$ cat config.mk
export PLATFORM = sky130hd
export DESIGN_NAME = i2c_dma_ctl
export DESIGN_NICKNAME = d
export VERILOG_FILES = /design/src/rtl/i2c_dma_pkg.sv /design/src/rtl/i2c_dma_req.sv /design/src/rtl/i2c_dma_trk.sv /design/src/rtl/i2c_dma_stop.sv /design/src/rtl/i2c_dma_ctl.sv
export SDC_FILE = /design/constraint.sdc
export NUM_CORES = 1
export LEC_CHECK = 0
export ABC_AREA = 1
export CAP_MARGIN = 20
export CORE_MARGIN = 4
export CORE_UTILIZATION = 30
export DETAILED_ROUTE_END_ITERATION = 10
export PLACE_DENSITY = 0.71
export SYNTH_ARGS = -nofsm -noshare
export SYNTH_HDL_FRONTEND = slang
export SYNTH_SLANG_ARGS = --single-unit
$ cat constraint.sdc
create_clock -name clk_i -period 0.83 [get_ports clk_i]
set_clock_uncertainty 0.05 [all_clocks]
set_input_delay 0.083 -clock clk_i [delete_from_list [all_inputs] [get_ports clk_i]]
set_output_delay 0.083 -clock clk_i [all_outputs]
set_load 0.005 [all_outputs]
$ cat src/rtl/i2c_dma_pkg.sv
package i2c_dma_pkg;
  typedef struct packed {
    logic dma_en;
    logic tx;
    logic master;
  } xfer_ctl_t;
endpackage

$ cat src/rtl/i2c_dma_req.sv
module i2c_dma_req #(
  parameter int unsigned GAP_CYCLES = 1
) (
  input  logic clk_i,
  input  logic rst_ni,
  input  logic dma_en_i,
  input  logic tx_mode_i,
  input  logic block_i,
  input  logic txe_set_i,
  input  logic rxne_set_i,
  input  logic dr_access_i,
  input  logic byte_done_i,
  input  logic addr_clr_i,
  output logic req_o,
  output logic ovr_o,
  output logic stretch_o
);
  logic evt, gap_act, req_q, pend_q, rise, ack_hit, ovr_q, stretch_q;

  assign evt     = dma_en_i & ~block_i & (tx_mode_i ? txe_set_i : rxne_set_i);
  assign ack_hit = req_q & dr_access_i;
  assign rise    = ~req_q & ~gap_act & dma_en_i & ~block_i & (evt | pend_q);

  generate
    if (GAP_CYCLES > 0) begin : g_gap
      localparam int unsigned GW = $clog2(GAP_CYCLES + 1);
      logic [GW-1:0] gap_cnt_q;
      always_ff @(posedge clk_i or negedge rst_ni) begin
        if (!rst_ni)              gap_cnt_q <= '0;
        else if (ack_hit)         gap_cnt_q <= GW'(GAP_CYCLES);
        else if (gap_cnt_q != '0) gap_cnt_q <= gap_cnt_q - 1'b1;
      end
      assign gap_act = (gap_cnt_q != '0);

      // at least one more idle cycle after the falling edge
      a_r2_gap_low: assert property (@(posedge clk_i) disable iff (!rst_ni)
        $fell(req_q) |=> !req_q);
    end else begin : g_nogap
      assign gap_act = 1'b0;
    end
  endgenerate

  always_ff @(posedge clk_i or negedge rst_ni) begin
    if (!rst_ni) begin
      req_q  <= 1'b0;
      pend_q <= 1'b0;
    end else begin
      if (rise)         req_q <= 1'b1;
      else if (ack_hit) req_q <= 1'b0;
      if (block_i || !dma_en_i || rise) pend_q <= 1'b0;
      else if (evt)                     pend_q <= 1'b1;
    end
  end

  // byte finished with data register not serviced
  always_ff @(posedge clk_i or negedge rst_ni) begin
    if (!rst_ni) begin
      ovr_q     <= 1'b0;
      stretch_q <= 1'b0;
    end else if (byte_done_i && (req_q || pend_q)) begin
      ovr_q     <= 1'b1;
      stretch_q <= 1'b1;
    end else begin
      if (dr_access_i) stretch_q <= 1'b0;
      if (addr_clr_i)  ovr_q     <= 1'b0;
    end
  end

  assign req_o     = req_q;
  assign ovr_o     = ovr_q;
  assign stretch_o = stretch_q;

  a_r2_req_hold: assert property (@(posedge clk_i) disable iff (!rst_ni)
    req_q && !dr_access_i |=> req_q);
  a_r1_req_needs_en: assert property (@(posedge clk_i) disable iff (!rst_ni)
    $rose(req_q) |-> $past(dma_en_i));
  a_r3_stretch_hold: assert property (@(posedge clk_i) disable iff (!rst_ni)
    stretch_q && !dr_access_i |=> stretch_q);
endmodule

$ cat src/rtl/i2c_dma_trk.sv
module i2c_dma_trk (
  input  logic clk_i,
  input  logic rst_ni,
  input  logic tx_mode_i,
  input  logic last_i,
  input  logic ack_i,
  input  logic eot_i,
  input  logic eot1_i,
  input  logic addr_clr_i,
  output logic eot_seen_o,
  output logic ack_o
);
  logic eot_seen_q, nack_q;

  always_ff @(posedge clk_i or negedge rst_ni) begin
    if (!rst_ni) begin
      eot_seen_q <= 1'b0;
      nack_q     <= 1'b0;
    end else begin
      if (eot_i)           eot_seen_q <= 1'b1;
      else if (addr_clr_i) eot_seen_q <= 1'b0;
      if (eot1_i && !tx_mode_i && last_i) nack_q <= 1'b1;
      else if (addr_clr_i)                nack_q <= 1'b0;
    end
  end

  assign eot_seen_o = eot_seen_q;
  assign ack_o      = ack_i & ~nack_q;

  a_r5_nack_hold: assert property (@(posedge clk_i) disable iff (!rst_ni)
    nack_q && !addr_clr_i |=> !ack_o);
  a_r4_done_hold: assert property (@(posedge clk_i) disable iff (!rst_ni)
    eot_seen_q && !addr_clr_i |=> eot_seen_q);
endmodule

$ cat src/rtl/i2c_dma_stop.sv
module i2c_dma_stop
  import i2c_dma_pkg::*;
(
  input  logic      clk_i,
  input  logic      rst_ni,
  input  xfer_ctl_t ctl_i,
  input  logic      addr_i,
  input  logic      btf_i,
  input  logic      eot_seen_i,
  input  logic      stop_wr_i,
  output logic      stop_o,
  output logic      pend_o
);
  logic defer_tx, release_ok, want, stop_q, pend_q;

  assign defer_tx   = ctl_i.master & ctl_i.tx & ctl_i.dma_en;
  assign release_ok = defer_tx ? (eot_seen_i & btf_i) : ~addr_i;
  assign want       = stop_wr_i | pend_q;

  always_ff @(posedge clk_i or negedge rst_ni) begin
    if (!rst_ni) begin
      stop_q <= 1'b0;
      pend_q <= 1'b0;
    end else begin
      stop_q <= want & release_ok;
      pend_q <= want & ~release_ok;
    end
  end

  assign stop_o = stop_q;
  assign pend_o = pend_q;

  a_r7_stop_gated: assert property (@(posedge clk_i) disable iff (!rst_ni)
    defer_tx && !(eot_seen_i && btf_i) |=> !stop_q);
  a_r8_stop_addr: assert property (@(posedge clk_i) disable iff (!rst_ni)
    !defer_tx && addr_i |=> !stop_q);
endmodule

$ cat src/rtl/i2c_dma_ctl.sv
module i2c_dma_ctl
  import i2c_dma_pkg::*;
#(
  parameter int unsigned GAP_CYCLES = 1
) (
  input  logic clk_i,
  input  logic rst_ni,
  input  logic dma_en_i,
  input  logic buf_ie_i,
  input  logic tx_mode_i,
  input  logic master_i,
  input  logic ack_i,
  input  logic last_i,
  input  logic addr_i,
  input  logic btf_i,
  input  logic addr_clr_i,
  input  logic txe_set_i,
  input  logic rxne_set_i,
  input  logic dr_access_i,
  input  logic byte_done_i,
  input  logic eot_i,
  input  logic eot1_i,
  input  logic stop_wr_i,
  output logic dma_req_o,
  output logic ack_o,
  output logic stop_o,
  output logic stop_pend_o,
  output logic xfer_done_o,
  output logic ovr_o,
  output logic stretch_o,
  output logic buf_irq_en_o
);
  xfer_ctl_t ctl;
  logic      eot_seen, tx_block;

  assign ctl.dma_en = dma_en_i;
  assign ctl.tx     = tx_mode_i;
  assign ctl.master = master_i;
  assign tx_block   = eot_seen & tx_mode_i;

  // TxE interrupt must not compete with the DMA request
  assign buf_irq_en_o = buf_ie_i & ~(dma_en_i & tx_mode_i);

  i2c_dma_trk u_trk (
    .clk_i, .rst_ni,
    .tx_mode_i, .last_i, .ack_i, .eot_i, .eot1_i, .addr_clr_i,
    .eot_seen_o (eot_seen),
    .ack_o
  );

  i2c_dma_req #(.GAP_CYCLES(GAP_CYCLES)) u_req (
    .clk_i, .rst_ni,
    .dma_en_i, .tx_mode_i,
    .block_i    (tx_block),
    .txe_set_i, .rxne_set_i, .dr_access_i, .byte_done_i, .addr_clr_i,
    .req_o      (dma_req_o),
    .ovr_o,
    .stretch_o
  );

  i2c_dma_stop u_stop (
    .clk_i, .rst_ni,
    .ctl_i      (ctl),
    .addr_i, .btf_i,
    .eot_seen_i (eot_seen),
    .stop_wr_i,
    .stop_o,
    .pend_o     (stop_pend_o)
  );

  assign xfer_done_o = eot_seen;

  a_r4_no_req_after_eot: assert property (@(posedge clk_i) disable iff (!rst_ni)
    $rose(dma_req_o) |-> !$past(tx_block));
endmodule

==> flow_summary.toml, run 1 <==
[worst_setup_path]
cp-startpoint = "u_req.req_o"
r2r-end = "u_req.req_o"
worstSetupPathType = "register to register"
cp_top_family = "simple AND/OR/NAND/NOR gates"
arrival_ps = 1170
cp_num_cells = 5
crit_buf_inv = 1
crit_fanout = 2
reg2reg_depth = 5
crit_slowest_cell = "dfrtp_1"
crit-reg2reg-launch = "u_req.req_o"
start_kind = "register"
cp.required_ps = 970
crit_top_cell = "nand2_1"
crit_chain = "buf_6 -> or2_4 -> nor2b_2 -> nand2_1 -> nand2_1"
slowest_delay_ps = 380
r2r_setup_slack_ps = -200
cp-end-kind = "register"

[sta]
setup_tns_ps = -1866
fin_crit_sh_pct = 123.8
worst_pin_slew_ps = 168.5
hold_viol = 0
max_freq_mhz = 973.1
fin_crit_ps = 1028
rsz0062_at_grt = "yes"
worst_slew_margin_rel_pct = 88.72
layout_setup_ws_ps = -197.7
slew_viol_final = 0
setup_viol = 15

[global_routing]
grt_util_all_layers_pct = 10.69
grt_max_degree = 10
first_global_vias = 373
grt.overflow.total = 0
grt_pass1_wl_um = 1476
antenna_found_initial = 0

[drt]
drt_first_pass_iters = 3
antenna_left = 0
initialDrtViolationCount = 7
num_vias = 444
wl_per_cell_um = 9.990
wirelength_um = 1029
drcViolationCount = 0
routed_via_density = 4.311

[clock_tree]
insertion_delay_ps = 250
cts_tree = "yes"
hold_buffers = 0
path_clk_slew_ps = 60
root_buffer = "clkbuf_4"
clock-sinks = 9
clockBufferDepth = 2
cts_buffers = 3
htreeDepth = 1

[synthesis]
synth_area_per_cell_um2 = 8.299
syn-cell-area_um2 = 406.6
synth_nets = 67
synth_cell_types = 14
syn-instance-count = 49
synth_warnings = 0
synth-seq-cells = 9
ys_seq_area_share_pct = 55.38

[floorplan]
die_area_um2 = 2008
die_y_um = 44.82
core_area_um2 = 1285
core.rowCount = 13
ios = 26
die_w_um = 44.82
start_util_pct = 31.65

[place]
dp_slack_ps = -554.6
io_buffer_count = 25
gp_congestion = 0.6822
hpwl_um = 762.3

[power]
leakagePower_nw = 0.4175
cellPowerDensity_nw_per_um2 = 1367
ir_worst_vdd_mv = 0.6931

[run]
maxCapViolCount = 0

[finish]
syn2layout_area_growth_pct = 94.77
drive_above_1_share_pct = 35.23
nNetsFinal = 107
final_common_cell = "clkdlybuf4s50_1"
antenna-diode-count = 0
layout_common_cells = "14 x clkdlybuf4s50_1, 13 x nand2_1, 9 x dfrtp_1"

[run_status]
violations = "setup timing"
status = "finished, violations left"

[worst_hold_path]
min_path_type = "input port to async pin"
## how the worst max path moves through the flow
stage,end,slack (ps)
3_5_place_dp,buf_irq_en_o,-550
6_report,u_req.req_o,-200
4_1_cts,u_req.req_o,-210
2_1_floorplan,u_req.req_o,-100
3_3_place_gp,buf_irq_en_o,-520
5_1_grt,u_req.req_o,-270
## state kept, by name (all words and copies together), names as in the netlist
| signal | count |
|---|---|
| u_req.req_o | 1 |
| u_req.stretch_o | 1 |
| u_stop.pend_o | 1 |
| u_req.pend_q | 1 |
| u_trk.nack_q | 1 |
| u_req.g_gap.gap_cnt_q | 1 |
| u_trk.eot_seen_o | 1 |
| u_req.ovr_o | 1 |
| u_stop.stop_o | 1 |
## layout make-up
class                   instances  area (µm²)
clock buffers                   4       26.28
fillers                       121       493.0
inverters                       9       33.78
multi-input cells              31       181.4
flip-flops and latches          9       225.2
well taps                      15       18.77
repair buffers                 35       306.5
## stage by stage
| stage | instances | power, mW | cell area (µm²) | util, % | hold WS [ps] |
|---|---|---|---|---|---|
| global placement | 94 | 0.7371 | 713.2 | 55.50 | 331.5 |
| floorplan | 49 | 0.5546 | 406.6 | - | -262.6 |
| detailed placement | 94 | 0.7395 | 713.2 | 55.50 | 331.1 |
| CTS | 102 | 1.080 | 762.0 | 59.30 | 52.13 |
| global route | 103 | 1.151 | 792.0 | 61.64 | 65.76 |
| finish | 103 | 1.082 | 792.0 | 61.64 | 54.11 |
## routing by layer
layer / vias to the layer above / wire length [µm] / GRT usage (%)
met5: - / 0 / 0
met2: 11 / 570 / 17.48
met3: 2 / 60 / 2.789
li1: 232 / - / -
met1: 199 / 375 / 11.47
met4: 0 / 23 / 8.772
## worst reg2reg max path, stage by stage, from the launching register on
cell	delay, ps
dfrtp_1	380
buf_6	120
or2_4	220
nor2b_2	100
nand2_1	50
nand2_1	50
## report_power, final
part / total, mW / switching [mW] / internal [mW]
clock: 0.323 / 0.139 / 0.184
sequential: 0.483 / 0.0148 / 0.469
combinational: 0.276 / 0.102 / 0.173
total: 1.08 / 0.256 / 0.827
## cell usage after synthesis
| library cell | n | share of area (%) |
|---|---|---|
| nor2b_2 | 1 | 2.2 |
| o21ai_0 | 3 | 3.7 |
| nand3_1 | 2 | 2.5 |
| or2_1 | 1 | 1.5 |
| dfrtp_1 | 9 | 55 |
| inv_2 | 2 | 1.8 |
| nand2_1 | 15 | 14 |
| a21boi_0 | 1 | 1.8 |
| nor2_1 | 3 | 2.8 |
| a21oi_2 | 1 | 2.2 |
| a21oi_1 | 2 | 2.5 |
| nand4_1 | 1 | 1.5 |
| o21bai_1 | 1 | 1.8 |
| inv_1 | 7 | 6.5 |
## logic make-up (layout without fill, tap and decap cells)
group,after synthesis,after routing,synth area share [%]
AND/OR/NAND/NOR,23,23,24.31
flip-flops,9,9,55.39
buffers and inverters,9,48,8.310
AO/OA/AOI/OAI,8,8,12.00
## timing repair
item                                    4_1_cts  5_1_grt
pin swaps                                     3        3
endpoints found under the setup margin       15       15
setup buffers                                 4        1
gates resized for setup                      42        7
endpoints found under the hold margin         0        0
(Power assumes the default switching activity.)
==> inputs of run 2 (changes only) <==
--- a/config.mk
+++ b/config.mk
@@ -10,6 +10,7 @@
 export CORE_MARGIN = 4
 export CORE_UTILIZATION = 30
 export DETAILED_ROUTE_END_ITERATION = 10
+export GPL_TIMING_DRIVEN = 0
 export PLACE_DENSITY = 0.71
 export SYNTH_ARGS = -nofsm -noshare
 export SYNTH_HDL_FRONTEND = slang
==> constraint.sdc (replaced) <==
create_clock -name clk_i -period 0.91 [get_ports clk_i]
set_clock_uncertainty 0.05 [all_clocks]
set_input_delay 0.091 -clock clk_i [delete_from_list [all_inputs] [get_ports clk_i]]
set_output_delay 0.091 -clock clk_i [all_outputs]
set_load 0.005 [all_outputs]
==> run 2 against run 1 <==
  * The run still ends with setup timing left
  * Core utilization is 3.9 points lower
  * Global-route usage decreased by 0.083 points
  * Register-to-register slack gained 50 ps
  * Power shrank 11%
  * Cell count decreased by 3.9%
  * Design area is 6.3% lower
  * Largest cell class unchanged
==> flow_summary.toml, run 2 (synthesis gave the netlist of run 1 again) <==
[clock_tree]
root_buffer = "clkbuf_4"
htreeDepth = 1
hold_buffers = 0
clockBufferDepth = 2
insertion_delay_ps = 250
path_clk_slew_ps = 60
clock-sinks = 9
cts_tree = "yes"
cts_buffers = 3

[drt]
antenna_left = 0
routed_via_density = 4.424
drcViolationCount = 0
num_vias = 438
drt_first_pass_iters = 2
wirelength_um = 1071
wl_per_cell_um = 10.82
initialDrtViolationCount = 2

[power]
p_switching_mw = 0.2341
leakagePower_nw = 0.3935
power.total_mw = 0.9685
cellPowerDensity_nw_per_um2 = 1305
comb_power_share_pct = 23.4
intPower_mw = 0.7344
clkPwrFrac_pct = 30.9
switching_share_pct = 24.17
power_frac_seq_pct = 45.6
ir_worst_vdd_mv = 1.007

[floorplan]
core.rowCount = 13
die_y_um = 44.82
die_w_um = 44.82
die_area_um2 = 2008
core_area_um2 = 1285
start_util_pct = 31.65
ios = 26

[worst_setup_path]
cp-end-kind = "register"
crit_buf_inv = 1
arrival_ps = 1200
crit_slowest_cell = "dfrtp_1"
crit_fanout = 3
crit_chain = "buf_6 -> or2_4 -> nor2b_2 -> nand2_1 -> nand2_1"
slowest_delay_ps = 380
crit_top_cell = "nand2_1"
start_kind = "register"
cp_top_family = "simple AND/OR/NAND/NOR gates"
cp.required_ps = 1060
worstSetupPathType = "register to register"

[sta]
setup_viol = 10
setup_tns_ps = -877.0
max_freq_mhz = 949.6
rsz0062_at_grt = "yes"
fin_crit_sh_pct = 115.7
layout_setup_ws_ps = -143.1
worst_pin_slew_ps = 405.6
fin_crit_ps = 1053
slew_viol_final = 0
worst_slew_margin_rel_pct = 72.87
hold_viol = 0

[place]
placed_area_um2 = 675.6
gp_congestion = 0.6620
io_buffer_count = 25
dp_slack_ps = -582.4
hpwl_um = 791.4

[finish]
drive_above_1_share_pct = 28.57
layout_common_cells = "14 x nand2_1, 14 x clkdlybuf4s50_1, 9 x dfrtp_1"
nNetsFinal = 103
fillerInstances = 130
syn2layout_area_growth_pct = 82.46
regArea_um2 = 225.2
fin_area_um2 = 742.0
multi_input_area_um2 = 175.2
antenna-diode-count = 0

[worst_hold_path]
min_path_type = "input port to async pin"

[global_routing]
grt_pass1_wl_um = 1455
antenna_found_initial = 0
grt_util_all_layers_pct = 10.60
first_global_vias = 359
grt.overflow.total = 0
grt_max_degree = 10

[run_status]
status = "finished, violations left"
violations = "setup timing"

[run]
maxCapViolCount = 0
run 2: cell count changes in the layout (fill, tap and decap cells not counted):
cell | previous run | this run
a21oi_1 | 1 | 2
a21oi_2 | 1 | 0
buf_2 | 6 | 7
buf_4 | 6 | 4
buf_6 | 5 | 2
inv_1 | 6 | 7
inv_2 | 3 | 2
nand2_1 | 13 | 14
nand2_2 | 2 | 1
run 2: final timing paths:
path / start / cells past startpoint / slack (ps) / end
max: u_req.req_o / 5 / -140 / u_req.req_o
min: rst_ni / 1 / 80 / u_req.req_o
max reg2reg: u_req.req_o / 5 / -140 / u_req.req_o
min reg2reg: u_req.stretch_o / 2 / 460 / u_req.stretch_o
max in group asynchronous: rst_ni / 1 / 440 / u_req.stretch_o
min in group clk_i: dma_en_i / 3 / 310 / u_stop.pend_o
run 2: final cells by class:
class | count | share of cell area (%)
tap | 15 | 2.530
clock buffer | 4 | 3.541
multi-input combinational | 31 | 23.61
timing repair buffer | 31 | 35.41
sequential | 9 | 30.35
inverter | 9 | 4.553
run 2: repair_timing:
action	CTS	global route
gates resized for setup	41	2
setup endpoints to repair	12	12
buffers inserted	3	3
pin swaps	3	4
run 2: stage by stage:
step                hold slack (ps)  util, %  cells
floorplan                    -254.6        -     49
global placement              366.3    52.58     89
detailed placement            368.8    52.58     89
CTS                           88.72    55.60     96
global route                  120.8    57.74     99
finish                        81.76    57.74     99
run 2: worst register-to-register path: stages (launching register included):
cell and delay (ps):
dfrtp_1 380, buf_6 120, or2_4 230, nor2b_2 100, nand2_1 60, nand2_1 60
run 2: layer usage:
layer | wire length [µm] | GRT usage, % | up-vias
li1 | - | - | 222
met1 | 401 | 10.97 | 203
met2 | 586 | 17.77 | 11
met3 | 60 | 2.789 | 2
met4 | 23 | 8.772 | 0
met5 | 0 | 0 | -
run 2: power by group through the flow:
| stage | logic (mW) | clock network [mW] | registers [mW] |
|---|---|---|---|
| after floorplan | 0.0541 | 0 | 0.452 |
| after global placement | 0.204 | 0 | 0.451 |
| after detailed placement | 0.207 | 0 | 0.452 |
| after CTS | 0.210 | 0.314 | 0.442 |
| after global routing | 0.247 | 0.326 | 0.444 |
| final | 0.227 | 0.300 | 0.442 |
